==> src/rtl/edge_irq_pkg.sv <==
`timescale 1ns/1ps
package edge_irq_pkg;

  localparam logic [1:0] MODE_LEVEL = 2'b00;
  localparam logic [1:0] MODE_RISE  = 2'b01;
  localparam logic [1:0] MODE_FALL  = 2'b10;
  localparam logic [1:0] MODE_ANY   = 2'b11;

  typedef enum logic [2:0] {
    SEL_SENSE = 3'd0,
    SEL_DIR   = 3'd1,
    SEL_IEN   = 3'd2,
    SEL_OUT   = 3'd3,
    SEL_LEVEL = 3'd4,
    SEL_FLAG  = 3'd5,
    SEL_NONE6 = 3'd6,
    SEL_NONE7 = 3'd7
  } regSel_t;

  typedef struct packed {
    logic wrSense;
    logic wrDir;
    logic wrIen;
    logic wrOut;
    logic wrFlag;
  } strobe_t;

endpackage

==> src/rtl/edge_irq_ctrl.sv <==
`timescale 1ns/1ps
module edge_irq_ctrl
  import edge_irq_pkg::*;
#(
  parameter int ADDR_W = 3
) (
  input  logic              clk,
  input  logic              rstN,
  input  logic              busWr,
  input  logic [ADDR_W-1:0] busAddr,
  output strobe_t           strb,
  output regSel_t           rdSel
);

  always_comb begin
    strb  = '0;
    rdSel = regSel_t'(busAddr[2:0]);
    if (busWr) begin
      case (regSel_t'(busAddr[2:0]))
        SEL_SENSE: strb.wrSense = 1'b1;
        SEL_DIR:   strb.wrDir   = 1'b1;
        SEL_IEN:   strb.wrIen   = 1'b1;
        SEL_OUT:   strb.wrOut   = 1'b1;
        SEL_FLAG:  strb.wrFlag  = 1'b1;
        default:   strb         = '0;
      endcase
    end
  end

  AST_ONE_STROBE: assert property (@(posedge clk) disable iff (!rstN)
    $onehot0(strb) && ((|strb) -> busWr));

endmodule

==> src/rtl/edge_irq_datapath.sv <==
`timescale 1ns/1ps
module edge_irq_datapath
  import edge_irq_pkg::*;
#(
  parameter int NUM_PINS = 8,
  parameter int DATA_W   = 16
) (
  input  logic                clk,
  input  logic                rstN,
  input  strobe_t             strb,
  input  regSel_t             rdSel,
  input  logic [DATA_W-1:0]   busWdata,
  output logic [DATA_W-1:0]   busRdata,
  input  logic [NUM_PINS-1:0] pinIn,
  output logic [NUM_PINS-1:0] pinOut,
  output logic [NUM_PINS-1:0] pinOe,
  output logic [NUM_PINS-1:0] irqReq
);

  localparam int SENSE_W = 2 * NUM_PINS;

  logic [SENSE_W-1:0]  senseReg;
  logic [NUM_PINS-1:0] dirReg;
  logic [NUM_PINS-1:0] ienReg;
  logic [NUM_PINS-1:0] outReg;
  logic [NUM_PINS-1:0] syncA;
  logic [NUM_PINS-1:0] syncPin;
  logic [NUM_PINS-1:0] prevPin;
  logic [NUM_PINS-1:0] edgeFlag;
  logic [NUM_PINS-1:0] edgeHit;
  logic [NUM_PINS-1:0] levelMask;
  logic [NUM_PINS-1:0] flagView;
  logic [1:0]          armCnt;

  // configuration registers
  always_ff @(posedge clk or negedge rstN) begin
    if (!rstN) begin
      senseReg <= '0;
      dirReg   <= '0;
      ienReg   <= '0;
      outReg   <= '0;
    end else begin
      if (strb.wrSense) senseReg <= busWdata[SENSE_W-1:0];
      if (strb.wrDir)   dirReg   <= busWdata[NUM_PINS-1:0];
      if (strb.wrIen)   ienReg   <= busWdata[NUM_PINS-1:0];
      if (strb.wrOut)   outReg   <= busWdata[NUM_PINS-1:0];
    end
  end

  // two-flop synchronizer plus previous sample, idle-high after reset
  always_ff @(posedge clk or negedge rstN) begin
    if (!rstN) begin
      syncA   <= '1;
      syncPin <= '1;
      prevPin <= '1;
      armCnt  <= '0;
    end else begin
      syncA   <= pinIn;
      syncPin <= syncA;
      prevPin <= syncPin;
      if (armCnt != 2'd2) armCnt <= armCnt + 2'd1;
    end
  end

  // per-pin detection and sticky flags
  for (genvar p = 0; p < NUM_PINS; p++) begin : g_pin
    logic [1:0] mode;
    logic       rise;
    logic       fall;

    assign mode = senseReg[2*p +: 2];
    assign rise = syncPin[p] & ~prevPin[p];
    assign fall = ~syncPin[p] & prevPin[p];

    always_comb begin
      case (mode)
        MODE_RISE: edgeHit[p] = rise;
        MODE_FALL: edgeHit[p] = fall;
        MODE_ANY:  edgeHit[p] = rise | fall;
        default:   edgeHit[p] = 1'b0;
      endcase
    end

    assign levelMask[p] = (mode == MODE_LEVEL);
    assign flagView[p]  = levelMask[p] ? ~syncPin[p] : edgeFlag[p];

    always_ff @(posedge clk or negedge rstN) begin
      if (!rstN) begin
        edgeFlag[p] <= 1'b0;
      end else if (levelMask[p]) begin
        edgeFlag[p] <= 1'b0;
      end else if (edgeHit[p]) begin
        edgeFlag[p] <= 1'b1;
      end else if (strb.wrFlag && busWdata[p]) begin
        edgeFlag[p] <= 1'b0;
      end
    end
  end

  assign irqReq = flagView & ienReg & ~dirReg;
  assign pinOe  = dirReg;
  assign pinOut = outReg;

  always_comb begin
    busRdata = '0;
    case (rdSel)
      SEL_SENSE: busRdata[SENSE_W-1:0]  = senseReg;
      SEL_DIR:   busRdata[NUM_PINS-1:0] = dirReg;
      SEL_IEN:   busRdata[NUM_PINS-1:0] = ienReg;
      SEL_OUT:   busRdata[NUM_PINS-1:0] = outReg;
      SEL_LEVEL: busRdata[NUM_PINS-1:0] = syncPin;
      SEL_FLAG:  busRdata[NUM_PINS-1:0] = flagView;
      default:   busRdata = '0;
    endcase
  end

  AST_W1C_CLEARS: assert property (@(posedge clk) disable iff (!rstN)
    (strb.wrFlag && !(|edgeHit)) |=> ((edgeFlag & $past(busWdata[NUM_PINS-1:0])) == '0));

  AST_FLAG_STICKY: assert property (@(posedge clk) disable iff (!rstN)
    (!strb.wrFlag && !strb.wrSense) |=> ((~edgeFlag & $past(edgeFlag)) == '0));

  AST_LEVEL_NO_LATCH: assert property (@(posedge clk) disable iff (!rstN)
    !strb.wrSense |=> ((edgeFlag & $past(levelMask)) == '0));

  AST_DIR_MASKS: assert property (@(posedge clk) disable iff (!rstN)
    (strb.wrDir && (busWdata[NUM_PINS-1:0] == '1)) |=> (irqReq == '0));

  AST_SYNC_LAT: assert property (@(posedge clk) disable iff (!rstN)
    (armCnt == 2'd2) |-> (syncPin == $past(pinIn, 2)));

endmodule

==> src/rtl/edge_irq_port.sv <==
`timescale 1ns/1ps
module edge_irq_port
  import edge_irq_pkg::*;
#(
  parameter int NUM_PINS = 8,
  parameter int ADDR_W   = 3,
  parameter int DATA_W   = 16
) (
  input  logic                clk,
  input  logic                rstN,
  input  logic                busWr,
  input  logic [ADDR_W-1:0]   busAddr,
  input  logic [DATA_W-1:0]   busWdata,
  output logic [DATA_W-1:0]   busRdata,
  input  logic [NUM_PINS-1:0] pinIn,
  output logic [NUM_PINS-1:0] pinOut,
  output logic [NUM_PINS-1:0] pinOe,
  output logic [NUM_PINS-1:0] irqReq
);

  strobe_t strb;
  regSel_t rdSel;

  edge_irq_ctrl #(.ADDR_W(ADDR_W)) i_ctrl (
    .clk     (clk),
    .rstN    (rstN),
    .busWr   (busWr),
    .busAddr (busAddr),
    .strb    (strb),
    .rdSel   (rdSel)
  );

  edge_irq_datapath #(.NUM_PINS(NUM_PINS), .DATA_W(DATA_W)) i_dp (
    .clk      (clk),
    .rstN     (rstN),
    .strb     (strb),
    .rdSel    (rdSel),
    .busWdata (busWdata),
    .busRdata (busRdata),
    .pinIn    (pinIn),
    .pinOut   (pinOut),
    .pinOe    (pinOe),
    .irqReq   (irqReq)
  );

endmodule

==> config.mk <==
export PLATFORM = sky130hd
export DESIGN_NAME = edge_irq_port
export DESIGN_NICKNAME = d
export VERILOG_FILES = /design/src/rtl/edge_irq_pkg.sv /design/src/rtl/edge_irq_ctrl.sv /design/src/rtl/edge_irq_datapath.sv /design/src/rtl/edge_irq_port.sv
export SDC_FILE = /design/constraint.sdc
export NUM_CORES = 1
export LEC_CHECK = 0
export BUFFER_PORTS_ARGS = -buffer_cell sky130_fd_sc_hd__buf_2
export CAP_MARGIN = 30
export CORE_AREA = 5 5 92 94
export CTS_CLUSTER_SIZE = 16
export DETAILED_ROUTE_END_ITERATION = 12
export DIE_AREA = 0 0 97 99
export PLACE_DENSITY = 0.74
export SETUP_SLACK_MARGIN = 0.02
export SLEW_MARGIN = 20
export SYNTH_ARGS = -nofsm -noshare
export SYNTH_HDL_FRONTEND = slang
export SYNTH_SLANG_ARGS = --single-unit
==> constraint.sdc <==
create_clock -name clk -period 1.4 [get_ports clk]
set_input_delay 0.28 -clock clk [delete_from_list [all_inputs] [get_ports clk]]
set_output_delay 0.28 -clock clk [all_outputs]
set_load 0.02 [all_outputs]
======== After elaboration in Yosys (flattened, before gate mapping) ========
Cells that the tools add are included.
operators by class
  eq/ne operators ......................... 29
  muxes and demuxes ....................... 48
  bitwise logic cells ..................... 43
  reduce and logical (&&, ||, !) cells .... 25
operator list
  operator                                                         count
  8-bit case mux with 6 select lines                               1
  1-bit two-way mux                                                37
  2-bit == test, second input constant                             16
  1-bit case mux with 3 select lines                               8
  3-bit nonzero test                                               8
  1-bit bitwise AND                                                16
  8-bit bitwise AND                                                2
  2-bit by 1-bit == test with 1-bit output, second input constant  8
  2-bit logical NOT                                                8
  1-bit inverter                                                   16
  1-bit logical AND                                                8
  8-bit two-way mux                                                1
  8-bit inverter                                                   1
  1-bit OR                                                         8
  3-bit by 2-bit == test with 1-bit output, second input constant  2
  3-bit == test, second input constant                             2
  5-bit two-way mux                                                1
  3-bit by 1-bit == test with 1-bit output, second input constant  1
  3-bit logical NOT                                                1
storage, ports and cells
  bits in registers ....................... 72
  bits of input ports ..................... 30
  output and inout bits ................... 40
  logic and storage cells ................. 160

======== Depth between registers and ports, before layout ========
Gate-level depths: netlist (run 1).
  depth in word-level cells ............... 7
  depth in mapped cells ................... 5
  gate-level depth less buffers ........... 5

======== Modules after synthesis ========
From an unflattened synthesis (run 1), not the netlist that was laid out.
second synthesis, totals
  cell total of the unflattened synthesis .. 289
  area total of the unflattened synthesis .. 3617.2 um^2
by module, submodules not included
  module             instances  cells an instance  area each (um^2)  seq. area each (um^2)
  edge_irq_datapath  1          281                3533.4            1831.8
  edge_irq_ctrl      1          8                  83.8              0.0

======== Worst setup path after synthesis (run 1) ========
Ideal clock, no wire load.
  path kind ............................... register to output
  start point ............................. reg i_dp.senseReg[1]
  end point ............................... out busRdata[0]
  arrival ................................. 1.587 ns
  data required time ...................... 1.120 ns
  path slack .............................. -0.467 ns
  stages on the path, launching flop included .. 4
  buffers on the path ..................... 0
  cells stage by stage .................... dfrtp_1 > or3_1 > a31o_2 > a211oi_1
between the ends
  word-level cells in the longest chain between the ends .. 3
ends and longest elaborated chain
  element                             RTL line                  source
  start: declaration                  edge_irq_datapath.sv:22   logic [SENSE_W-1:0] senseReg;
  start signal: assignment            edge_irq_datapath.sv:43   if (strb.wrSense) senseReg <= busWdata[SENSE_W-1:0];
  2-bit logical NOT                   edge_irq_datapath.sv:84   assign levelMask[p] = (mode == MODE_LEVEL);
  1-bit two-way mux                   edge_irq_datapath.sv:85   assign flagView[p] = levelMask[p] ? ~syncPin[p] : edgeFlag[p];
  8-bit case mux with 6 select lines  edge_irq_datapath.sv:106  case (rdSel)
  end: declaration                    edge_irq_port.sv:14       output logic [DATA_W-1:0] busRdata,
No other way between the ends.

======== Worst setup path after layout (run 1) ========
  start point ............................. reg i_dp.senseReg[0]
  end point ............................... out busRdata[0]
between the ends
  word-level cells in the longest chain between the ends .. 3
ends and longest elaborated chain
  element                               RTL line
  2-bit logical NOT                     edge_irq_datapath.sv:84
  1-bit two-way mux                     edge_irq_datapath.sv:85
  8-bit case mux with 6 select lines *  edge_irq_datapath.sv:106
Mark *: on every way between the ends. The rest lies on a longest branch, timed or not.

==> flow_summary.json, run 1 <==
{
  "endpoint_kind": "output port",
  "grtUsageTotal_pct": 20.2,
  "worst_pin_slew_ns": 0.373,
  "setup_viol_count_final": 24,
  "clock-sinks": 72,
  "met1_usage_pct": 24.7,
  "cp.arrival_ns": 1.70,
  "cp_slowest_cell": "dfrtp_1",
  "synth.avg_cell_area_um2": 12.2,
  "syn_nets": 342,
  "fin_ws_ns": -0.578,
  "antenna_found_initial": 0,
  "start_util_pct": 47.8,
  "ys_ff_latch": 72,
  "p_leak_nw": 2.56,
  "grt_max_degree": 73,
  "hp-class": "in2reg",
  "clock_skew_ns": 0.00778,
  "coreArea_um2": 7570,
  "grt_pass1_wl_um": 15600,
  "rsz0062_at_grt": "true",
  "via_per_inst": 5.28,
  "setup.worst_path.start_class": "flop",
  "grt_pass1_vias": 3207,
  "drive_above_1_share_pct": 66.5,
  "slowest_delay_ns": 0.41,
  "numCtsBuffers": 9,
  "first_pass_iters": 4,
  "root_buffer": "clkbuf_8",
  "crit_fanout": 3,
  "cap_viol_max_count": 0,
  "synth_top_area_share_pct": 33.2,
  "routed_wl_um": 9550,
  "yosysSeqAreaShare_pct": 50.7,
  "period_needed_ns": 1.98,
  "yosysTopAreaCell": "dfrtp_1",
  "num_rows": 32,
  "syn_area_um2": 3610,
  "timing.critical_path.max_delay_family": "compound AO/OA/AOI/OAI gates",
  "ys_types": 39,
  "drc": 0,
  "io_pins": 70,
  "cts.path.max_buffers": 2,
  "power.density_nw_per_um2": 1310,
  "violations": "setup timing",
  "drtAntennaViolNets": 0,
  "worstPathRequired_ns": 1.12,
  "async_reset_ff_share_pct": 100,
  "peakVddDrop_v": 0.000728,
  "critPathKind": "reg2out",
  "slew_headroom_pct": 75.1,
  "die_w_um": 97,
  "wire_per_inst_um": 17.0,
  "post-route-period-util_pct": 141,
  "max_freq_ghz": 0.506,
  "synth_cells": 296,
  "grt.overflow.total": 0,
  "final_hold_viol_count": 0,
  "path_buf_inv": 1,
  "gp_congestion": 0.869,
  "status": "finished with violations",
  "dieArea_um2": 9600,
  "synthTopCellsByArea": "dfrtp_1 (33%), dfstp_2 (17%), mux2_2 (14%)",
  "portBuffers": 69,
  "chipHeight_um": 99,
  "synth_ff_type": "dfrtp_1",
  "yosys_warnings": 0,
  "vias": 2968,
  "fin_nets": 501,
  "cts.reportedPaths.clkPinSlew_ns": 0.08,
  "gr-usage-met3_pct": 3.47,
  "holdWs_ns": 0.0279,
  "cp_cell_sequence": "or3_4, a31o_2, a211oi_4, buf_6",
  "cts_max_level": 3,
  "grtUsageMet2_pct": 35.6,
  "busiest_layer": "met2",
  "synthToLayoutAreaGrowth_pct": 51.3,
  "synth_edf_count": 0,
  "clk_latency_ns": 0.34,
  "tritoncts": "done",
  "hpwl_um": 6390,
  "finalSetupTns_ns": -7.01,
  "insertedDiodeCount": 0,
  "finalMaxSlewViolations": 0,
  "initialDrtViolationCount": 130
}
## per-layer routing
metal	part of all wire, %	vias to the layer above	wire length (um)
li1	-	1384	-
met1	42	1506	4000
met2	53	65	5050
met3	3.6	13	343
met4	1.6	0	155
met5	0	-	0
## worst reg2reg max path, stage by stage, from the launching register on
cell and delay (ns):
dfrtp_1 0.41, buf_4 0.14, buf_6 0.12, o21ai_4 0.16
buf_6 0.11, buf_6 0.08, a21oi_1 0.03, a211o_1 0.22
## placed cells by master, fill, tap and decap left out, types with 3 or more instances in the layout
master | netlist | layout
inv_2 | 0 | 7
buf_12 | 0 | 4
mux2i_1 | 12 | 11
nor2b_1 | 6 | 6
o31a_1 | 3 | 3
buf_4 | 2 | 72
ha_2 | 0 | 3
a22oi_1 | 10 | 7
nor3b_2 | 0 | 3
dfstp_2 | 24 | 24
o21ai_1 | 0 | 5
nand2_1 | 8 | 8
inv_1 | 23 | 13
nand3b_1 | 3 | 3
ha_1 | 16 | 9
and2_4 | 0 | 8
buf_2 | 4 | 42
buf_6 | 2 | 38
clkbuf_8 | 0 | 10
o221ai_2 | 0 | 5
mux2_4 | 0 | 10
mux2_2 | 44 | 35
nor2_1 | 11 | 9
dfrtp_1 | 48 | 47
nand2b_1 | 5 | 5
a21oi_1 | 14 | 10
a22oi_2 | 0 | 3
inv_4 | 0 | 3
a211o_1 | 8 | 8
or3_4 | 0 | 5
o21ai_0 | 12 | 3
ha_4 | 0 | 4
a21oi_2 | 0 | 3
## state kept, by name, summed over array words and instances (netlist names)
register,flops
i_dp.edgeFlag,8
i_dp.prevPin,8
i_dp.syncPin,8
i_dp.senseReg,16
i_dp.syncA,8
i_dp.ienReg,8
i_dp.pinOut,8
i_dp.pinOe,8
## worst paths after layout
path                                  startpoint          endpoint  slack [ns]  cells past startpoint
worst min-delay path                    pinIn[4]     i_dp.syncA[4]        0.03                      1
min in group asynchronous                   rstN    i_dp.pinOut[4]        0.48                      3
max in group asynchronous                   rstN   i_dp.prevPin[1]        0.58                      3
worst max register to register  i_dp.senseReg[0]  i_dp.edgeFlag[0]        0.01                      7
worst max-delay path            i_dp.senseReg[0]       busRdata[0]       -0.58                      4
worst min register to register     i_dp.syncA[2]   i_dp.syncPin[2]        0.36                      0
## layout make-up
type / instances / area [um2]
Fill cell: 513 / 2100
Multi-Input combinational cell: 192 / 1950
Sequential cell: 72 / 1830
Timing Repair Buffer: 157 / 1270
Clock buffer: 11 / 141
Tap cell: 102 / 128
Inverter: 23 / 93.8
Clock inverter: 5 / 56.3
## cells in the mapped netlist (all sizes together), types with 2 or more instances
cell type	n
a211o	8
a21boi	2
or3	5
nor3	2
nand2b	6
mux2i	12
o221ai	5
nand3b	3
nor3b	5
inv	23
mux2	45
dfrtp	48
o21ai	12
o22a	2
buf	8
nor2	11
a22oi	10
ha	16
and2	8
nand2	8
dfstp	24
nor2b	6
a21o	2
a21oi	14
o31a	3
## cell families (layout without fill, tap and decap cells)
family	Yosys count	count (layout)	synth area share [%]
AND/OR/NAND/NOR	57	57	10.6
flip-flops	72	72	50.7
multiplexers	57	57	17.3
AO/OA/AOI/OAI	62	62	11.8
buffers and inverters	32	196	4.09
adder cells (fa/ha/maj)	16	16	5.54
## repair_timing
item | CTS | global route
hold endpoints to repair | 48 | 0
pin swaps | 18 | 20
hold buffers | 1 | 0
gates resized for setup | 73 | 64
endpoints found under the setup margin | 35 | 38
buffers inserted | 16 | 12
## through the flow
step                      setup slack [ns]  utilization [%]  instances  total power (W)  cell area, um2
after floorplan                     -0.170                -        296          0.00401            3750
after CTS                           -0.593             69.1        558          0.00696            5230
final                               -0.578             72.2        562          0.00718            5470
after global placement              -0.343             62.4        530          0.00495            4720
after global routing                -0.626             72.2        562          0.00757            5470
after detailed placement            -0.362             62.4        530          0.00503            4720
## report_power, final
| part | internal, W | switching, W |
|---|---|---|
| Clock | 0.000869 | 0.000765 |
| Sequential | 0.00251 | 0.000327 |
| Combinational | 0.00150 | 0.00121 |
(Power assumes the default switching activity.)
==> run 2: changes to the inputs <==
CAP_MARGIN = 20   (was 30)
SYNTH_HIERARCHICAL = 1   (was default)
==> run 2 against run 1 <==
The flow still finishes with violations (setup timing). Clock skew shrank 0.0015 ns. Worst hold slack lost 0.0088 ns. Final cell count shrank 2.5%. Final area shrank 1.9%. Synthesized cell count shrank 2.4%. First-iteration DRC count shrank 4.6%. Utilization shrank 1.3 points. Fmax grew 6.1%. Critical path depth grew 1. Global-route usage grew 0.15 points. Via count shrank 0.44%. Count of clock-buffer cells in the layout shrank 1. Critical path type unchanged. Critical endpoint unchanged. Largest power group unchanged.
==> flow_summary.json, run 2 <==
{
  "status": "finished with violations",
  "violations": "setup timing",
  "via_per_inst": 5.39,
  "numCtsBuffers": 9,
  "setup.worst_path.start_class": "flop",
  "rsz0062_at_grt": "true",
  "yosys_warnings": 6,
  "max_freq_ghz": 0.537,
  "clk_latency_ns": 0.35,
  "io_pins": 70,
  "layout_common_cells": "buf_4 (76), dfrtp_1 (47), mux2_2 (43), buf_2 (43), buf_6 (32)",
  "cts.path.max_buffers": 2,
  "grtUsageTotal_pct": 20.4,
  "synthToLayoutAreaGrowth_pct": 48.3,
  "synth_edf_count": 0,
  "post-place-ws_ns": -0.382,
  "initialDrtViolationCount": 124,
  "cp.arrival_ns": 1.58,
  "grt_max_degree": 73,
  "final_common_cell": "buf_4",
  "synth_ff_type": "dfrtp_1",
  "cts_max_level": 3,
  "endpoint_kind": "output port",
  "final-seq-area_um2": 1830,
  "hp-class": "in2reg",
  "chipHeight_um": 99,
  "peakVddDrop_v": 0.000752,
  "gp_congestion": 0.778,
  "finalSetupTns_ns": -7.07,
  "multi_input_area_um2": 1920,
  "fin_ws_ns": -0.463,
  "routed_wl_um": 9930,
  "cap_viol_max_count": 0,
  "first_pass_iters": 4,
  "critPathKind": "reg2out",
  "drive_above_1_share_pct": 66.4,
  "power.density_nw_per_um2": 1350,
  "largest_reg_flops": 16,
  "grt.overflow.total": 0,
  "synth.avg_cell_area_um2": 12.5,
  "p_leak_nw": 2.48,
  "worst_pin_slew_ns": 0.395,
  "cts.reportedPaths.clkPinSlew_ns": 0.08,
  "top_register": "i_dp/senseReg",
  "grt_pass1_vias": 3128,
  "syn_nets": 335,
  "post-route-period-util_pct": 133,
  "antenna_found_initial": 0,
  "wire_per_inst_um": 18.1,
  "dieArea_um2": 9600,
  "vias": 2955,
  "die_w_um": 97,
  "clock-sinks": 72,
  "syn_area_um2": 3620,
  "clock_skew_ns": 0.00629,
  "slew_headroom_pct": 73.7,
  "ys_types": 43,
  "synthTopCellsByArea": "dfrtp_1 (33%), dfstp_2 (17%), mux2_2 (13%)",
  "start_util_pct": 47.8,
  "drc": 0,
  "portBuffers": 69,
  "grt_pass1_wl_um": 15500,
  "final_hold_viol_count": 0,
  "finalCoreUtilization_pct": 70.9,
  "insertedDiodeCount": 0,
  "root_buffer": "clkbuf_8",
  "synth_top_area_share_pct": 33.2,
  "fin_nets": 487,
  "coreArea_um2": 7570,
  "drtAntennaViolNets": 0,
  "p_total_w": 0.00722,
  "synth_cells": 289,
  "worstPathRequired_ns": 1.12,
  "hpwl_um": 6490,
  "fill_cells": 519,
  "crit_fanout": 5,
  "finalMaxSlewViolations": 0,
  "num_rows": 32,
  "ys_ff_latch": 72,
  "synth_common_cells": "dfrtp_1 (48), mux2_2 (43), dfstp_2 (24)",
  "tritoncts": "done",
  "yosysSeqAreaShare_pct": 50.6,
  "period_needed_ns": 1.86,
  "setup_viol_count_final": 26,
  "yosysMostFrequentCell": "dfrtp_1",
  "yosysTopAreaCell": "dfrtp_1",
  "async_reset_ff_share_pct": 100
}
run 2: changes by cell type after synthesis, moves of 4 or more:
cell / change
o21a_1: +6
a211o_1: -5
mux2i_1: -6
o21ai_0: -7
a31oi_1: +5
nor2b_1: -4
a21oi_1: -8
run 2: per-stage QoR:
stage / instances / hold slack (ns) / area (um2)
3_5_place_dp: 516 / 0.339 / 4600
2_1_floorplan: 289 / -0.0156 / 3700
3_3_place_gp: 516 / 0.335 / 4600
4_1_cts: 540 / 0.00434 / 5100
6_report: 548 / 0.0190 / 5370
5_1_grt: 548 / 0.00843 / 5370
run 2: worst paths after layout:
| kind | start | cells past startpoint | slack (ns) | endpoint |
|---|---|---|---|---|
| max in group asynchronous | rstN | 3 | 0.57 | i_dp/syncA[7] |
| min in group asynchronous | rstN | 3 | 0.49 | i_dp/edgeFlag[0] |
| worst min-delay path | pinIn[6] | 1 | 0.02 | i_dp/syncA[6] |
| worst min register to register | i_dp/syncA[7] | 0 | 0.35 | i_dp/syncPin[7] |
| worst max register to register | i_dp/syncPin[2] | 6 | -0.02 | i_dp/edgeFlag[2] |
| worst max-delay path | i_dp/senseReg[0] | 5 | -0.46 | busRdata[0] |
run 2: final cells by class:
type | count | share of cell area [%]
inverters | 21 | 1.66
clock inverters | 6 | 1.54
flip-flops and latches | 72 | 34.2
multi-input cells | 184 | 35.8
repair buffers | 153 | 21.9
well taps | 102 | 2.38
clock buffers | 10 | 2.57
run 2: cell families (layout without fill, tap and decap cells):
family,Yosys count,count (layout),share of synthesized area (%)
flip-flops,72,72,50.6
AO/OA/AOI/OAI,66,66,13.6
multiplexers,53,53,16.5
AND/OR/NAND/NOR,49,49,8.89
buffers and inverters,33,190,4.81
adder cells (fa/ha/maj),16,16,5.53
run 2: repair_timing:
action	4_1_cts	5_1_grt
setup buffers	9	14
hold buffers	1	0
endpoints found under the setup margin	28	32
hold endpoints to repair	48	0
pin swaps	21	20
resized for setup	66	46
run 2: metal layers:
layer  global-route usage, %  part of all wire, %  up-vias
li1                        -                    -     1353
met1                    24.5                   43     1496
met2                    34.9                   50       89
met3                    4.95                  5.5       17
met4                    8.64                  2.0        0
met5                       0                    0        -
run 2: where the power goes:
part / internal [W] / leakage [nW] / switching, W
clock network: 0.00104 / 0.112 / 0.000786
logic: 0.00137 / 1.54 / 0.00121
registers: 0.00250 / 0.829 / 0.000314
total: 0.00491 / 2.48 / 0.00231
run 2: worst max-delay path, cell delays in order (launching register included):
cell      delay [ns]
dfrtp_1         0.39
buf_6           0.13
mux2_2          0.26
a22oi_2         0.15
o211ai_1        0.13
buf_4           0.18
